$ cat src/rtl/wdog_pkg.sv
package wdog_pkg;

  // configuration word, bit 0 at the bottom
  typedef struct packed {
    logic       por_en;   // 16
    logic       dbg_en;   // 15
    logic       rmt_en;   // 14
    logic       fast_en;  // 13
    logic       loc_en;   // 12, also freezes the word
    logic [7:0] period;   // 11:4
    logic [3:0] src;      // 3:0
  } wd_cfg_t;

  localparam int CFG_W   = $bits(wd_cfg_t);
  localparam int SRC_W   = 4;
  localparam int PER_W   = 8;
  localparam int STG_W   = 3;

  localparam logic [3:0] OFS_CFG = 4'h0;
  localparam logic [3:0] OFS_CMD = 4'h8;
  localparam logic [3:0] OFS_KEY = 4'hC;

  localparam logic [31:0] KEY_WORD = 32'h0000_C45A;

  localparam int CMD_GO   = 0;
  localparam int CMD_HALT = 1;

  localparam int LAST_STAGE = 5;

endpackage

$ cat src/rtl/wdog_regif.sv
module wdog_regif
  import wdog_pkg::*;
#(
  parameter int ADDR_W = 4,
  parameter int DATA_W = 32
) (
  input  logic              clk,
  input  logic              rst,
  input  logic              wr_en,
  input  logic [ADDR_W-1:0] wr_addr,
  input  logic [DATA_W-1:0] wr_data,
  input  logic              rd_en,
  input  logic [ADDR_W-1:0] rd_addr,
  output logic [DATA_W-1:0] rd_data,
  output wd_cfg_t           cfg_o,
  output logic              locked_o,
  output logic              armed_o,
  output logic              go_o,
  output logic              halt_o
);

  logic cfg_hit, cmd_hit, key_hit, rd_cfg;

  assign cfg_hit = wr_en && (wr_addr == ADDR_W'(OFS_CFG));
  assign cmd_hit = wr_en && (wr_addr == ADDR_W'(OFS_CMD));
  assign key_hit = wr_en && (wr_addr == ADDR_W'(OFS_KEY));
  assign rd_cfg  = rd_en && (rd_addr == ADDR_W'(OFS_CFG));

  assign locked_o = cfg_o.loc_en;

  // configuration word, frozen once the local interrupt is enabled
  always_ff @(posedge clk) begin
    if (rst) begin
      cfg_o <= '0;
    end else if (cfg_hit && !cfg_o.loc_en) begin
      cfg_o <= wd_cfg_t'(wr_data[CFG_W-1:0]);
    end
  end

  // one-shot key: armed by the exact word, spent by any command
  always_ff @(posedge clk) begin
    if (rst) begin
      armed_o <= 1'b0;
    end else if (key_hit) begin
      armed_o <= (wr_data == DATA_W'(KEY_WORD));
    end else if (cmd_hit) begin
      armed_o <= 1'b0;
    end
  end

  assign halt_o = cmd_hit && wr_data[CMD_HALT] && armed_o;
  assign go_o   = cmd_hit && wr_data[CMD_GO] && !halt_o;

  always_ff @(posedge clk) begin
    if (rst) begin
      rd_data <= '0;
    end else begin
      rd_data <= rd_cfg ? DATA_W'(cfg_o) : '0;
    end
  end

endmodule

$ cat src/rtl/wdog_tick_sel.sv
module wdog_tick_sel
  import wdog_pkg::*;
#(
  parameter int N_TMR = 16
) (
  input  logic [N_TMR-1:0] exp_i,
  input  logic [SRC_W-1:0] sel_i,
  output logic             tick_o
);

  logic [N_TMR-1:0] hit;

  // timers past the field range can never be picked
  for (genvar i = 0; i < N_TMR; i++) begin : g_lane
    if (i < (1 << SRC_W)) begin : g_reach
      assign hit[i] = exp_i[i] && (sel_i == SRC_W'(i));
    end else begin : g_unreach
      assign hit[i] = 1'b0;
    end
  end

  assign tick_o = |hit;

endmodule

$ cat src/rtl/wdog_stage_ctr.sv
module wdog_stage_ctr
  import wdog_pkg::*;
(
  input  logic             clk,
  input  logic             rst,
  input  logic             go_i,
  input  logic             halt_i,
  input  logic             tick_i,
  input  wd_cfg_t          cfg_i,
  output logic             running_o,
  output logic [STG_W-1:0] stage_o,
  output logic             loc_irq_o,
  output logic             fast_irq_o,
  output logic             rmt_irq_o,
  output logic             dbg_rst_o,
  output logic             por_rst_o
);

  logic [PER_W-1:0] pcnt;
  logic [PER_W:0]   per_eff;
  logic [PER_W:0]   pcnt_inc;
  logic             count_en;
  logic             grp_done;
  logic [STG_W-1:0] stage_nx;
  logic             mid_stage;

  assign per_eff   = (cfg_i.period == '0) ? (PER_W+1)'(1) : {1'b0, cfg_i.period};
  assign pcnt_inc  = {1'b0, pcnt} + (PER_W+1)'(1);
  assign count_en  = tick_i && running_o;
  assign grp_done  = count_en && (pcnt_inc >= per_eff);
  assign stage_nx  = (stage_o == STG_W'(LAST_STAGE)) ? stage_o : stage_o + STG_W'(1);
  assign mid_stage = (stage_nx >= STG_W'(2)) && (stage_nx <= STG_W'(LAST_STAGE - 1));

  always_ff @(posedge clk) begin
    if (rst) begin
      running_o  <= 1'b0;
      pcnt       <= '0;
      stage_o    <= '0;
      loc_irq_o  <= 1'b0;
      fast_irq_o <= 1'b0;
      rmt_irq_o  <= 1'b0;
      dbg_rst_o  <= 1'b0;
      por_rst_o  <= 1'b0;
    end else if (halt_i || go_i) begin
      running_o  <= go_i;
      pcnt       <= '0;
      stage_o    <= '0;
      loc_irq_o  <= 1'b0;
      fast_irq_o <= 1'b0;
      rmt_irq_o  <= 1'b0;
    end else if (grp_done) begin
      pcnt    <= '0;
      stage_o <= stage_nx;
      if (stage_nx == STG_W'(1)) begin
        loc_irq_o <= loc_irq_o | cfg_i.loc_en;
      end
      if (mid_stage) begin
        fast_irq_o <= fast_irq_o | cfg_i.fast_en;
        rmt_irq_o  <= rmt_irq_o | cfg_i.rmt_en;
      end
      if (stage_nx == STG_W'(LAST_STAGE)) begin
        dbg_rst_o <= dbg_rst_o | cfg_i.dbg_en;
        por_rst_o <= por_rst_o | cfg_i.por_en;
      end
    end else if (count_en) begin
      pcnt <= pcnt_inc[PER_W-1:0];
    end
  end

endmodule

$ cat src/rtl/stage_wdog.sv
module stage_wdog
  import wdog_pkg::*;
#(
  parameter int N_TMR  = 16,
  parameter int ADDR_W = 4,
  parameter int DATA_W = 32
) (
  input  logic              clk,
  input  logic              rst,
  input  logic              wr_en,
  input  logic [ADDR_W-1:0] wr_addr,
  input  logic [DATA_W-1:0] wr_data,
  input  logic              rd_en,
  input  logic [ADDR_W-1:0] rd_addr,
  output logic [DATA_W-1:0] rd_data,
  input  logic [N_TMR-1:0]  exp_i,
  output logic              irq_local_o,
  output logic              irq_fast_o,
  output logic              irq_remote_o,
  output logic              rst_debug_o,
  output logic              rst_por_o
);

  wd_cfg_t          cfg;
  logic             locked, armed, go, halt, tick, running;
  logic [STG_W-1:0] stage;

  wdog_regif #(.ADDR_W(ADDR_W), .DATA_W(DATA_W)) u_regif (
    .clk(clk), .rst(rst),
    .wr_en(wr_en), .wr_addr(wr_addr), .wr_data(wr_data),
    .rd_en(rd_en), .rd_addr(rd_addr), .rd_data(rd_data),
    .cfg_o(cfg), .locked_o(locked), .armed_o(armed),
    .go_o(go), .halt_o(halt)
  );

  wdog_tick_sel #(.N_TMR(N_TMR)) u_sel (
    .exp_i(exp_i), .sel_i(cfg.src), .tick_o(tick)
  );

  wdog_stage_ctr u_stage (
    .clk(clk), .rst(rst),
    .go_i(go), .halt_i(halt), .tick_i(tick), .cfg_i(cfg),
    .running_o(running), .stage_o(stage),
    .loc_irq_o(irq_local_o), .fast_irq_o(irq_fast_o), .rmt_irq_o(irq_remote_o),
    .dbg_rst_o(rst_debug_o), .por_rst_o(rst_por_o)
  );

endmodule

$ cat config.mk
export PLATFORM = sky130hd
export DESIGN_NAME = stage_wdog
export DESIGN_NICKNAME = d
export VERILOG_FILES = /design/src/rtl/wdog_pkg.sv /design/src/rtl/wdog_regif.sv /design/src/rtl/wdog_tick_sel.sv /design/src/rtl/wdog_stage_ctr.sv /design/src/rtl/stage_wdog.sv
export SDC_FILE = /design/constraint.sdc
export NUM_CORES = 1
export LEC_CHECK = 0
export ABC_AREA = 1
export ABC_CLOCK_PERIOD_IN_PS = 1800
export CORE_MARGIN = 2
export CORE_UTILIZATION = 25
export CTS_CLUSTER_DIAMETER = 120
export DETAILED_ROUTE_END_ITERATION = 8
export SLEW_MARGIN = 20
export SYNTH_ARGS = -nofsm -noshare
export SYNTH_HDL_FRONTEND = slang
export SYNTH_SLANG_ARGS = --single-unit
$ cat constraint.sdc
create_clock -name clk -period 1.8 [get_ports clk]
set_input_delay 0.36 -clock clk [delete_from_list [all_inputs] [get_ports clk]]
set_output_delay 0.36 -clock clk [all_outputs]
set_load 0.02 [all_outputs]
==> impl_metrics.json <==
{
  "antenna_found_initial": 0,
  "clock_skew_ns": 0.00827,
  "yosysTopAreaCellShare": 0.414,
  "dieArea_um2": 10900,
  "fin_crit_sh": 1.11,
  "critPathTopFamily": "simple AND/OR/NAND/NOR gates",
  "busiest_layer": "met2",
  "setup_slack_ns": -0.204,
  "dieHeight_um": 104,
  "critical_path_depth": 15,
  "ys_ff_latch": 52,
  "clkLatencyLatePin_ns": 0.30,
  "synth.area.top_cells": "dfxtp_1 (41%), nand2_1 (8.4%), a21oi_1 (7.0%), inv_1 (6.4%), nor2_1 (5.7%)",
  "worstSetupStartpointType": "flip-flop",
  "grt_pass1_wl_um": 11000,
  "met2_usage": 0.215,
  "post_drt_via_cell_ratio": 4.31,
  "critPathBufInv": 2,
  "pin_count": 97,
  "drive_above_1_share": 0.164,
  "min_path_cells": 2,
  "hpwl_um": 5300,
  "dp_worst_setup_slack_ns": -0.217,
  "grt_max_degree": 34,
  "slowest_stage": "dfxtp_4",
  "rsz0062_at_grt": "yes",
  "period_needed_ns": 2.00,
  "drv_cap": 0,
  "status": "finished, violations left",
  "ys_types": 28,
  "power_density_nw_per_um2": 598,
  "antenna_cells": 0,
  "arrival_ns": 2.20,
  "drc": 0,
  "core_area_um2": 9770,
  "critPathMaxFanout": 7,
  "violations": "setup timing",
  "grt_pass1_vias": 2509,
  "wl_um": 6610,
  "yosys_warnings": 0,
  "htree_num_levels": 2,
  "finalMaxSlewViolations": 0,
  "crit_path_end_kind": "flip-flop",
  "slowest_delay_ns": 0.37,
  "clock_sinks": 52,
  "clk_transition_reported_paths_ns": 0.10,
  "wl_per_cell_um": 11.3,
  "r2r_cells": 15,
  "die_width_um": 104,
  "synth_top_area_cell": "dfxtp_1",
  "hold_violations": 0,
  "hold_class": "reg2reg",
  "cts_buffer_depth": 2,
  "synthesis.area_um2": 2520,
  "power.leakage_uw": 0.00155,
  "max_freq_mhz": 499,
  "root_buffer": "clkbuf_8",
  "synth.avg_cell_area_um2": 7.38,
  "grt_overflow": 0,
  "track_usage": 0.122,
  "vias": 2513,
  "rows": 36,
  "yosysSeqAreaShare": 0.414,
  "crit_required_ns": 2.00,
  "nFillCells": 1031,
  "syn_to_final_growth_pct": 55.5,
  "cts_inserted_buffers": 5,
  "initial_core_util": 0.257,
  "final_cell_mix": "clkdlybuf4s50_1 (81), nand2_1 (54), dfxtp_1 (49)",
  "path_class": "reg2reg",
  "setup_violations": 16,
  "cp_common_cell": "nand2_1",
  "ir_drop_uv": 355,
  "syn_inst": 341,
  "p_total_uw": 2340,
  "final_common_cell": "clkdlybuf4s50_1",
  "io_buffers": 81,
  "layout.nets": 521,
  "drt_pre_antenna_iters": 4,
  "cts_tree": "done",
  "use_met1": 0.144,
  "crit_chain": "ha_4, nand3_4, nor2_4, xor2_2, ha_1, nand2_1, inv_1, nand2_1, nand2_1, nand2_2, nand2_4, nand2_8, inv_2, nor2_1, nor2_1",
  "gp_congestion": 0.808,
  "ant_nets": 0,
  "grt.met3_usage": 0.0263,
  "drt_iter0_drc": 119
}
layer usage:
metal | wire (um) | vias to the layer above
met3 | 358 | 11
li1 | - | 1297
met1 | 2870 | 1123
met4 | 123 | 0
met2 | 3260 | 82
met5 | 0 | -
layout make-up:
cell class,instances,area [um2],share of cell area
multi-input cells,235,1360,0.347
well taps,133,166,0.0425
flip-flops and latches,52,1050,0.268
repair buffers,111,1050,0.268
clock buffers,6,93.8,0.0240
inverters,45,169,0.0432
clock inverters,1,30.0,0.00768
cells by family after synthesis:
kind of cell	share of synthesized area
AOI/OAI and AO/OA	0.117
xor gates and xnor gates	0.0278
adders and majority gates	0.0547
buffers and inverters	0.130
DFF	0.414
other	0.00149
and+or+nand+nor	0.255
registers in the layout (all words and copies together), names as in the netlist, 3 cells and up:
name and flops:
u_regif.rd_data 17, u_regif.cfg_o 16, u_stage.pcnt 8, u_stage.stage_o 3
worst min-delay path, cell delays in order, from the launching register on:
cell and delay, ns:
dfxtp_1 0.32, inv_1 0.05, a21oi_1 0.06
cell usage after synthesis (all sizes together):
master,instances
o41ai,1
a31oi,1
nand2,59
a21oi,35
o21ai,21
ha,11
or2,1
buf,19
dfxtp,52
clkbuf,4
xnor2,5
nand4,9
conb,1
nor3,2
inv,45
xor2,3
nor2,40
nor3b,2
nand3,22
nor4,8
metrics by stage:
| step | instance area [um2] | hold slack (ns) | TNS [ns] | instances | utilization |
|---|---|---|---|---|---|
| final | 3910 | 0.463 | -2.73 | 583 | 0.400 |
| after global routing | 3910 | 0.488 | -5.05 | 583 | 0.400 |
| after CTS | 3830 | 0.458 | -2.57 | 582 | 0.392 |
| after detailed placement | 3680 | 0.443 | -2.95 | 574 | 0.376 |
| after global placement | 3680 | 0.445 | -2.52 | 574 | 0.376 |
| after floorplan | 2640 | 0.429 | -0.394 | 355 | - |
timing repair:
action                                  CTS  global route
pin swaps                                 9             9
hold buffers                              0             0
gates resized for setup                   5            16
endpoints found under the setup margin   16            16
buffers inserted                          1             1
path summary, 6_finish.rpt:
path	start	endpoint	slack, ns
worst min-delay path	u_stage.por_rst_o	u_stage.por_rst_o	0.46
worst min register to register	u_stage.por_rst_o	u_stage.por_rst_o	0.46
worst max-delay path	u_stage.pcnt[0]	u_stage.stage_o[1]	-0.20
worst max register to register	u_stage.pcnt[0]	u_stage.stage_o[1]	-0.20
power breakdown:
part	total (uW)	internal [uW]	leakage, uW	switching (uW)
Clock	867	492	0.0000624	376
Combinational	306	166	0.00107	141
Sequential	1160	1160	0.000421	7.24
Total	2340	1810	0.00155	524
No activity file was read; power rests on OpenSTA's default activity.
